## src/rtl/phy_seq_pkg.sv

```systemverilog
package phy_seq_pkg;

    localparam int unsigned REG_W = 16;

    localparam logic [REG_W-1:0] CLKRST_ADDR  = 16'h7F3F;
    localparam logic [REG_W-1:0] CLKRST_RESET = 16'h0001;
    localparam logic [REG_W-1:0] LANE_STAT_ADDR = 16'h2003;
    localparam int unsigned      LOCK_BIT = 1;
    localparam logic [REG_W-1:0] LOCK_MASK = 16'h0001 << LOCK_BIT;

    typedef enum logic [1:0] {
        OP_ADDR      = 2'b00,
        OP_READ      = 2'b01,
        OP_WR_POSTED = 2'b10
    } cmd_op_e;

    typedef enum logic [1:0] {
        FAULT_NONE    = 2'b00,
        FAULT_TIMEOUT = 2'b01,
        FAULT_MASTER  = 2'b10
    } fault_e;

    typedef enum logic [2:0] {
        S_IDLE,
        S_RST_ADDR,
        S_RST_WR,
        S_WAIT,
        S_STAT_ADDR,
        S_STAT_RD,
        S_SB_HOLD
    } seq_state_e;

    typedef struct packed {
        logic             req;
        cmd_op_e          op;
        logic [REG_W-1:0] data;
    } cmd_t;

    function automatic cmd_t state_cmd(seq_state_e s);
        cmd_t c;
        c = '0;
        case (s)
            S_RST_ADDR: begin
                c.req  = 1'b1;
                c.op   = OP_ADDR;
                c.data = CLKRST_ADDR;
            end
            S_RST_WR: begin
                c.req  = 1'b1;
                c.op   = OP_WR_POSTED;
                c.data = CLKRST_RESET;
            end
            S_STAT_ADDR: begin
                c.req  = 1'b1;
                c.op   = OP_ADDR;
                c.data = LANE_STAT_ADDR;
            end
            S_STAT_RD: begin
                c.req  = 1'b1;
                c.op   = OP_READ;
                c.data = '0;
            end
            default: c = '0;
        endcase
        return c;
    endfunction

endpackage

```

## src/rtl/phy_seq_delay.sv

```systemverilog
module phy_seq_delay #(
    parameter int unsigned CYCLES = 16
) (
    input  logic clk,
    input  logic rst,
    input  logic en,
    output logic expired
);
    localparam int unsigned CW = (CYCLES > 1) ? $clog2(CYCLES) : 1;
    localparam logic [CW-1:0] LAST = CW'(CYCLES - 1);

    logic [CW-1:0] cnt;

    assign expired = en && (cnt == LAST);

    always_ff @(posedge clk) begin
        if (rst || !en || expired) begin
            cnt <= '0;
        end else begin
            cnt <= cnt + 1'b1;
        end
    end
endmodule

```

## src/rtl/phy_seq_tries.sv

```systemverilog
module phy_seq_tries #(
    parameter int unsigned LIMIT = 10
) (
    input  logic clk,
    input  logic rst,
    input  logic clr,
    input  logic inc,
    output logic last
);
    localparam int unsigned CW = (LIMIT > 1) ? $clog2(LIMIT) : 1;
    localparam logic [CW-1:0] FINAL = CW'(LIMIT - 1);

    logic [CW-1:0] cnt;

    assign last = (cnt == FINAL);

    always_ff @(posedge clk) begin
        if (rst || clr) begin
            cnt <= '0;
        end else if (inc && !last) begin
            cnt <= cnt + 1'b1;
        end
    end
endmodule

```

## src/rtl/phy_rst_lock_seq.sv

```systemverilog
module phy_rst_lock_seq
    import phy_seq_pkg::*;
#(
    parameter int unsigned POLL_CYCLES = 20000,
    parameter int unsigned SB_CYCLES   = 5000,
    parameter int unsigned MAX_POLLS   = 10
) (
    input  logic        clk,
    input  logic        rst,
    input  logic        start,
    input  logic        sideband_mode,
    output logic        cmd_req,
    output logic [1:0]  cmd_op,
    output logic [15:0] cmd_wdata,
    input  logic        cmd_done,
    input  logic        cmd_err,
    input  logic [15:0] cmd_rdata,
    output logic        phy_ready,
    output logic        phy_error,
    output logic [1:0]  fault_code,
    output logic        sb_pwrdn,
    output logic        sb_rst_n
);
    seq_state_e state;
    cmd_t       cmd;
    fault_e     fault_q;
    logic       poll_exp;
    logic       sb_exp;
    logic       tries_last;
    logic       lock_seen;
    logic       rd_unused;
    logic       poll_miss;

    assign cmd       = state_cmd(state);
    assign cmd_req   = cmd.req;
    assign cmd_op    = cmd.op;
    assign cmd_wdata = cmd.data;

    assign lock_seen  = cmd_rdata[LOCK_BIT];
    assign rd_unused  = ^(cmd_rdata & ~LOCK_MASK);
    assign poll_miss  = (state == S_STAT_RD) && cmd_done && !cmd_err && !lock_seen;
    assign fault_code = fault_q;

    phy_seq_delay #(.CYCLES(POLL_CYCLES)) u_poll_dly (
        .clk     (clk),
        .rst     (rst),
        .en      (state == S_WAIT),
        .expired (poll_exp)
    );

    phy_seq_delay #(.CYCLES(SB_CYCLES)) u_sb_dly (
        .clk     (clk),
        .rst     (rst),
        .en      (state == S_SB_HOLD),
        .expired (sb_exp)
    );

    phy_seq_tries #(.LIMIT(MAX_POLLS)) u_tries (
        .clk  (clk),
        .rst  (rst),
        .clr  (state == S_IDLE),
        .inc  (poll_miss),
        .last (tries_last)
    );

    always_ff @(posedge clk) begin
        if (rst) begin
            state     <= S_IDLE;
            phy_ready <= 1'b0;
            phy_error <= 1'b0;
            fault_q   <= FAULT_NONE;
            sb_pwrdn  <= 1'b1;
            sb_rst_n  <= 1'b1;
        end else begin
            case (state)
                S_IDLE: begin
                    if (start) begin
                        phy_ready <= 1'b0;
                        phy_error <= 1'b0;
                        fault_q   <= FAULT_NONE;
                        if (sideband_mode) begin
                            sb_pwrdn <= 1'b0;
                            sb_rst_n <= 1'b0;
                            state    <= S_SB_HOLD;
                        end else begin
                            state <= S_RST_ADDR;
                        end
                    end
                end
                S_RST_ADDR: begin
                    if (cmd_done) begin
                        if (cmd_err) begin
                            phy_error <= 1'b1;
                            fault_q   <= FAULT_MASTER;
                            state     <= S_IDLE;
                        end else begin
                            state <= S_RST_WR;
                        end
                    end
                end
                S_RST_WR: state <= S_WAIT;
                S_WAIT: begin
                    if (poll_exp) state <= S_STAT_ADDR;
                end
                S_STAT_ADDR: begin
                    if (cmd_done) begin
                        if (cmd_err) begin
                            phy_error <= 1'b1;
                            fault_q   <= FAULT_MASTER;
                            state     <= S_IDLE;
                        end else begin
                            state <= S_STAT_RD;
                        end
                    end
                end
                S_STAT_RD: begin
                    if (cmd_done) begin
                        if (cmd_err) begin
                            phy_error <= 1'b1;
                            fault_q   <= FAULT_MASTER;
                            state     <= S_IDLE;
                        end else if (lock_seen) begin
                            phy_ready <= 1'b1;
                            state     <= S_IDLE;
                        end else if (tries_last) begin
                            phy_error <= 1'b1;
                            fault_q   <= FAULT_TIMEOUT;
                            state     <= S_IDLE;
                        end else begin
                            state <= S_WAIT;
                        end
                    end
                end
                S_SB_HOLD: begin
                    if (sb_exp) begin
                        sb_rst_n  <= 1'b1;
                        phy_ready <= 1'b1;
                        state     <= S_IDLE;
                    end
                end
                default: state <= S_IDLE;
            endcase
        end
    end
endmodule

```

## config.mk

```make
export PLATFORM = sky130hd
export DESIGN_NAME = phy_rst_lock_seq
export DESIGN_NICKNAME = d
export VERILOG_FILES = /design/src/rtl/phy_seq_pkg.sv /design/src/rtl/phy_seq_delay.sv /design/src/rtl/phy_seq_tries.sv /design/src/rtl/phy_rst_lock_seq.sv
export SDC_FILE = /design/constraint.sdc
export NUM_CORES = 1
export LEC_CHECK = 0
export ABC_AREA = 1
export BUFFER_PORTS_ARGS = -buffer_cell sky130_fd_sc_hd__buf_2
export CORE_AREA = 2 2 83 69
export CTS_CLUSTER_SIZE = 16
export DETAILED_ROUTE_END_ITERATION = 7
export DIE_AREA = 0 0 85 71
export GPL_ROUTABILITY_DRIVEN = 1
export PLACE_DENSITY = 0.72
export SYNTH_ARGS = -nofsm -noshare
export SYNTH_HDL_FRONTEND = slang
export SYNTH_HIERARCHICAL = 1
export SYNTH_SLANG_ARGS = --single-unit
```

## constraint.sdc

```tcl
create_clock -name clk -period 5 [get_ports clk]
set_clock_uncertainty 0.15 [all_clocks]
set_input_delay 1 -clock clk [delete_from_list [all_inputs] [get_ports clk]]
set_output_delay 1 -clock clk [all_outputs]
set_load 0.02 [all_outputs]
```

* Word level (Yosys, flattened, before mapping)
Cells that the tools add are included.
** Storage, ports and cells
- Input bits :: 22
- Word-level logic and storage cells :: 98
- Register bits after elaboration :: 41
** Cells by class
- Reduce and logical (&&, ||, !) cells :: 26
- Multiplexer cells :: 38
- Add/sub/neg operators :: 3
- Equality and inequality tests :: 22
** Operators by type and width (count)
- $pmux W19 S4 :: 1
- $mux W3 :: 8
- $mux W2 :: 11
- $pmux W3 S7 :: 1
- $ne A2 B2 Y1 const B :: 9
- $add A15 B1 Y15 const B :: 1
- $eq A15 B15 Y1 const B :: 1
- $add A13 B1 Y13 const B :: 1
- $eq A13 B13 Y1 const B :: 1
- $mux W1 :: 13
- $reduce_and A6 Y1 :: 2
- $eq A3 B3 Y1 const B :: 3
- $reduce_and A7 Y1 :: 1
- $eq A3 B2 Y1 const B :: 2
- $logic_and A1 B1 Y1 :: 6
- $pmux W1 S3 :: 2
- $pmux W2 S3 :: 1
- $reduce_bool A3 Y1 :: 2
- $logic_not A1 Y1 :: 5
- $logic_or A1 B1 Y1 :: 5
- $add A4 B1 Y4 const B :: 1
- $eq A4 B4 Y1 const B :: 1
- $ne A2 B1 Y1 const B :: 2
- $reduce_and A4 Y1 :: 1
- other kinds (8) :: 8

* Longest topological paths before layout
- Depth in word-level cells :: 6
- Mapped depth :: 14

* By module
Netlist, hierarchy kept.
** Modules (own cells, without submodules)
- phy_seq_delay (u_poll_dly) :: area an instance 874.6 um^2, cells an instance 140, instances 1
- phy_rst_lock_seq :: area an instance 788.3 um^2, cells an instance 124, instances 1
- phy_seq_delay (u_sb_dly) :: area an instance 661.9 um^2, cells an instance 94, instances 1
- phy_seq_tries :: area an instance 216.5 um^2, cells an instance 31, instances 1

* Worst setup path after synthesis
Ideal clock, no wire load.
- Kind :: register to output
- Start point :: reg state[1]
- End point :: out cmd_req
- Path buffers :: 0
- Cell stages (with the launch flop) :: 5
- Arrival :: 1.189 ns
- Data required time :: 3.850 ns
- Setup slack :: 2.661 ns
- Path through :: dfxtp_1 > inv_2 > nor3_2 > inv_1 > nand4_1
** On the way
- Cells in the longest elaborated chain, start to end :: 2
- Elaborated cells on any way between the ends :: 5
- Those cells by class :: 4 x eq/ne; 1 x mux
** RTL lines
- start: declaration :: line phy_rst_lock_seq.sv:24 : seq_state_e state;
- start signal: assignment :: line phy_rst_lock_seq.sv:68 : state <= S_IDLE;
- start signal: assignment :: line phy_rst_lock_seq.sv:84 : state <= S_SB_HOLD;
- start signal: assignment :: line phy_rst_lock_seq.sv:86 : state <= S_RST_ADDR;
- $eq A3 B3 Y1, or another cell as far along :: line phy_seq_pkg.sv:42 : case (s)
- $pmux W19 S4 (*) :: line phy_seq_pkg.sv:42
- end: declaration :: line phy_rst_lock_seq.sv:12 : output logic cmd_req,
Every way passes the cells marked *; elsewhere a longest branch is shown, timed or not.

* Worst setup path in the final report
- Start point :: reg state[0]
- End point :: out cmd_wdata[12]
** On the way
- Cells in the longest elaborated chain, start to end :: 2
- Elaborated cells on any way between the ends :: 5
- Those cells by class :: 4 x eq/ne; 1 x mux
** RTL lines
- $eq A3 B3 Y1, or another cell as far along :: line phy_seq_pkg.sv:42
- $pmux W19 S4 (*) :: line phy_seq_pkg.sv:42
- end: declaration :: line phy_rst_lock_seq.sv:14 : output logic [15:0] cmd_wdata,
Marked as above.

==> results.toml <==
[die]
die_x_um = 85
core_mm2 = 0.005255
dieArea_mm2 = 0.006035
row_count = 24
initial_core_util_pct = 48.36
fp.dieH_um = 71
ios = 47

[drt]
drt_first_pass_iters = 4
wl_per_cell_um = 9.623
drtAntennaViolNets = 0
first_iter_violations = 108
via_per_inst = 4.674
routed_wl_um = 4571
drc_errors = 0
vias = 2220

[clock_tree]
cts_sinks = 41
clk_latency_ns = 0.29
clk_pin_slew_worst_paths_ns = 0.08
cts.htree.levels = 2
clock_path_buffers = 2
cts_made_buffers = 5
ctsHoldBuffers = 0
cts_root_buf = "clkbuf_8"
cts_tree = "built"
cts.repair.resized = 0
cts_setup_buffers = 0

[global_route]
grt_pass1_wl_um = 8114
grt_max_degree = 13
grt.overflow.total = 0
first_global_vias = 1937
antenna_found_initial = 0
track_usage_pct = 16.13

[critical_path]
cp_common_cell = "inv_1"
worst-path-max-fanout = 10
cp.required_ns = 3.85
crit_buf_inv = 3
path_class = "register to output pin"
path_cells = "inv_1 > nor2_2 > nand2_2 > inv_1 > buf_2"
cp-start-kind = "register"
end_kind = "output pin"
arrival_ns = 1.60
crit_family = "flip-flops"
max_stage_delay_ns = 0.58
cp_slowest_cell = "dfxtp_1"

[sta]
post-route-period-util_pct = 55.08
tns_ns = 0
relSlewSlack_pct = 52.72
rsz0062_at_grt = "false"
final-setup-viol-count = 0
timing.fmax_ghz = 0.3631
hold_viol_final = 0
tightest_slew_ns = 0.7039
maxSlewViolCount = 0
fin_ws_ns = 2.246
hold_ws_ns = 0.3056
period_needed_ns = 2.754

[power_and_ir_drop]
cellLeakagePower_nw = 1.111
p_total_w = 0.001139
peakVddDrop_v = 0.0004454
p_per_area_mw_per_mm2 = 419.9

[synthesis]
postSynthAreaPerCell_um2 = 6.533
synth_cell_types = 30
syn_area_mm2 = 0.002541
seq_area_frac_synth_pct = 32.30
yosys_warnings = 6
ys_seq_elements = 41
netlist_instances = 389

[layout]
drive_above_1_share_pct = 18.54
stdcell_area_mm2 = 0.002714
syn_to_final_growth_pct = 6.795
fillers = 537
num_antenna_cells = 0
fin_nets = 435

[placed_design]
preCtsSetupSlack_ns = 2.480
gp_congestion = 0.8908
io_buffers = 28
dpl.hpwl_um = 3528
post_dp_cell_area_mm2 = 0.002631

[run_status]
status = "complete, no violations"

[hold_path]
hold_class = "register to register"

[run]
cap_violations = 0
-- metal layers --
layer | vias to the layer above | global-route usage (%) | wire, µm
met5 | - | 0 | 0
li1 | 1219 | - | -
met4 | 0 | 4.938 | 57
met1 | 950 | 21.76 | 2389
met3 | 7 | 3.501 | 215
met2 | 44 | 25.95 | 1908
-- sequential cells by signal, summed over array words and instances (netlist names) --
signal	cells
u_poll_dly/cnt	15
u_sb_dly/cnt	13
u_tries/cnt	4
state	3
fault_code	2
phy_error	1
phy_ready	1
sb_pwrdn	1
sb_rst_n	1
-- worst reg2reg max path, stage by stage (launching register included) --
cell,delay [ns]
dfxtp_1,0.58
nand2_1,0.11
nor2_1,0.24
nand2_1,0.12
nor2_1,0.12
nand2_1,0.08
nor2_2,0.12
inv_1,0.04
nand2_1,0.05
nand2_1,0.06
nor2_2,0.20
nand3_1,0.11
a21oi_1,0.15
-- synth_stat cells --
library cell	number	area share (%)
o21ai_0	3	0.59
nor2_2	14	3.4
xnor2_1	3	1.0
buf_6	3	1.3
or2_0	1	0.25
nand3_2	3	1.2
a21oi_2	2	0.69
nor2_1	67	9.9
nand3_4	1	0.69
o21ai_1	1	0.20
nand2_4	2	0.89
buf_4	14	4.1
nand2_1	97	14
a21oi_1	11	2.2
nand3b_1	3	0.89
nand2_2	9	2.2
nand3_1	29	5.7
nor3_2	1	0.39
a31oi_1	1	0.25
inv_2	3	0.44
dfxtp_1	41	32
nor2_4	4	1.8
o21bai_2	1	0.44
inv_1	52	7.7
nand4_1	10	2.5
nor3_1	1	0.20
conb_1	1	0.15
ha_1	4	2.0
xor2_1	6	2.1
inv_4	1	0.25
-- cell type report --
type                    count  area [µm²]  share of cell area (%)
inverters                  56       212.7                   7.838
repair buffers             28       140.1                   5.164
well taps                  65       81.33                   2.997
clock buffers               6       72.57                   2.674
flip-flops and latches     41       820.8                   30.24
clock inverters             2       10.01                  0.3688
multi-input cells         277        1376                   50.71
-- cell families (layout without fill, tap and decap cells) --
kind of cell / count (synthesis) / in the layout / synth area share [%]
AOI/OAI and AO/OA: 19 / 19 / 4.333
adders and majority gates: 4 / 4 / 1.970
other: 1 / 3 / 0.1476
xor gates and xnor gates: 9 / 9 / 3.102
and+or+nand+nor: 242 / 242 / 44.31
buffers and inverters: 73 / 92 / 13.84
DFF: 41 / 41 / 32.30
-- placed cells by master (no fill, tap or decap) --
| cell type | synthesis | layout |
|---|---|---|
| nand2_1 | 97 | 97 |
| nor2_1 | 67 | 67 |
| inv_1 | 52 | 52 |
| dfxtp_1 | 41 | 41 |
| nand3_1 | 29 | 29 |
| buf_2 | 0 | 28 |
| nor2_2 | 14 | 14 |
| a21oi_1 | 11 | 11 |
| nand4_1 | 10 | 10 |
| nand2_2 | 9 | 9 |
| xor2_1 | 6 | 6 |
| clkbuf_8 | 0 | 5 |
| nor2_4 | 4 | 4 |
| ha_1 | 4 | 4 |
| inv_2 | 3 | 3 |
| nand3b_1 | 3 | 3 |
| nand3_2 | 3 | 3 |
| o21ai_0 | 3 | 3 |
| conb_1 | 1 | 3 |
| xnor2_1 | 3 | 3 |
| nand2_4 | 2 | 2 |
| a21oi_2 | 2 | 2 |
| clkinv_2 | 0 | 2 |
| nor3_2 | 1 | 1 |
| nand3_4 | 1 | 1 |
| nor3_1 | 1 | 1 |
| inv_4 | 1 | 1 |
| clkbuf_1 | 0 | 1 |
| o21ai_1 | 1 | 1 |
| o21bai_2 | 1 | 1 |
| or2_0 | 1 | 1 |
| a31oi_1 | 1 | 1 |
-- final timing paths --
kind                               from                    end  slack (ns)  cells after the start
setup / recovery  state[0]$_SDFFE_PP0P_          cmd_wdata[12]        2.25                      5
hold / removal    sb_pwrdn$_SDFFE_PP1P_  sb_pwrdn$_SDFFE_PP1P_        0.31                      2
setup reg to reg  state[0]$_SDFFE_PP0P_  state[0]$_SDFFE_PP0P_        2.80                     12
hold reg to reg   sb_pwrdn$_SDFFE_PP1P_  sb_pwrdn$_SDFFE_PP1P_        0.31                      2
-- power by group --
group	total [W]	switching, W	internal [W]
clock network	0.000209	0.000112	0.0000968
registers	0.000394	0.0000421	0.000352
logic	0.000536	0.000359	0.000177
-- stage by stage --
step                      cells  util (%)
after CTS                   475     51.64
final                       475     51.64
after floorplan             391         -
after global placement      467     50.07
after global routing        475     51.64
after detailed placement    467     50.07
(Power assumes the default switching activity.)
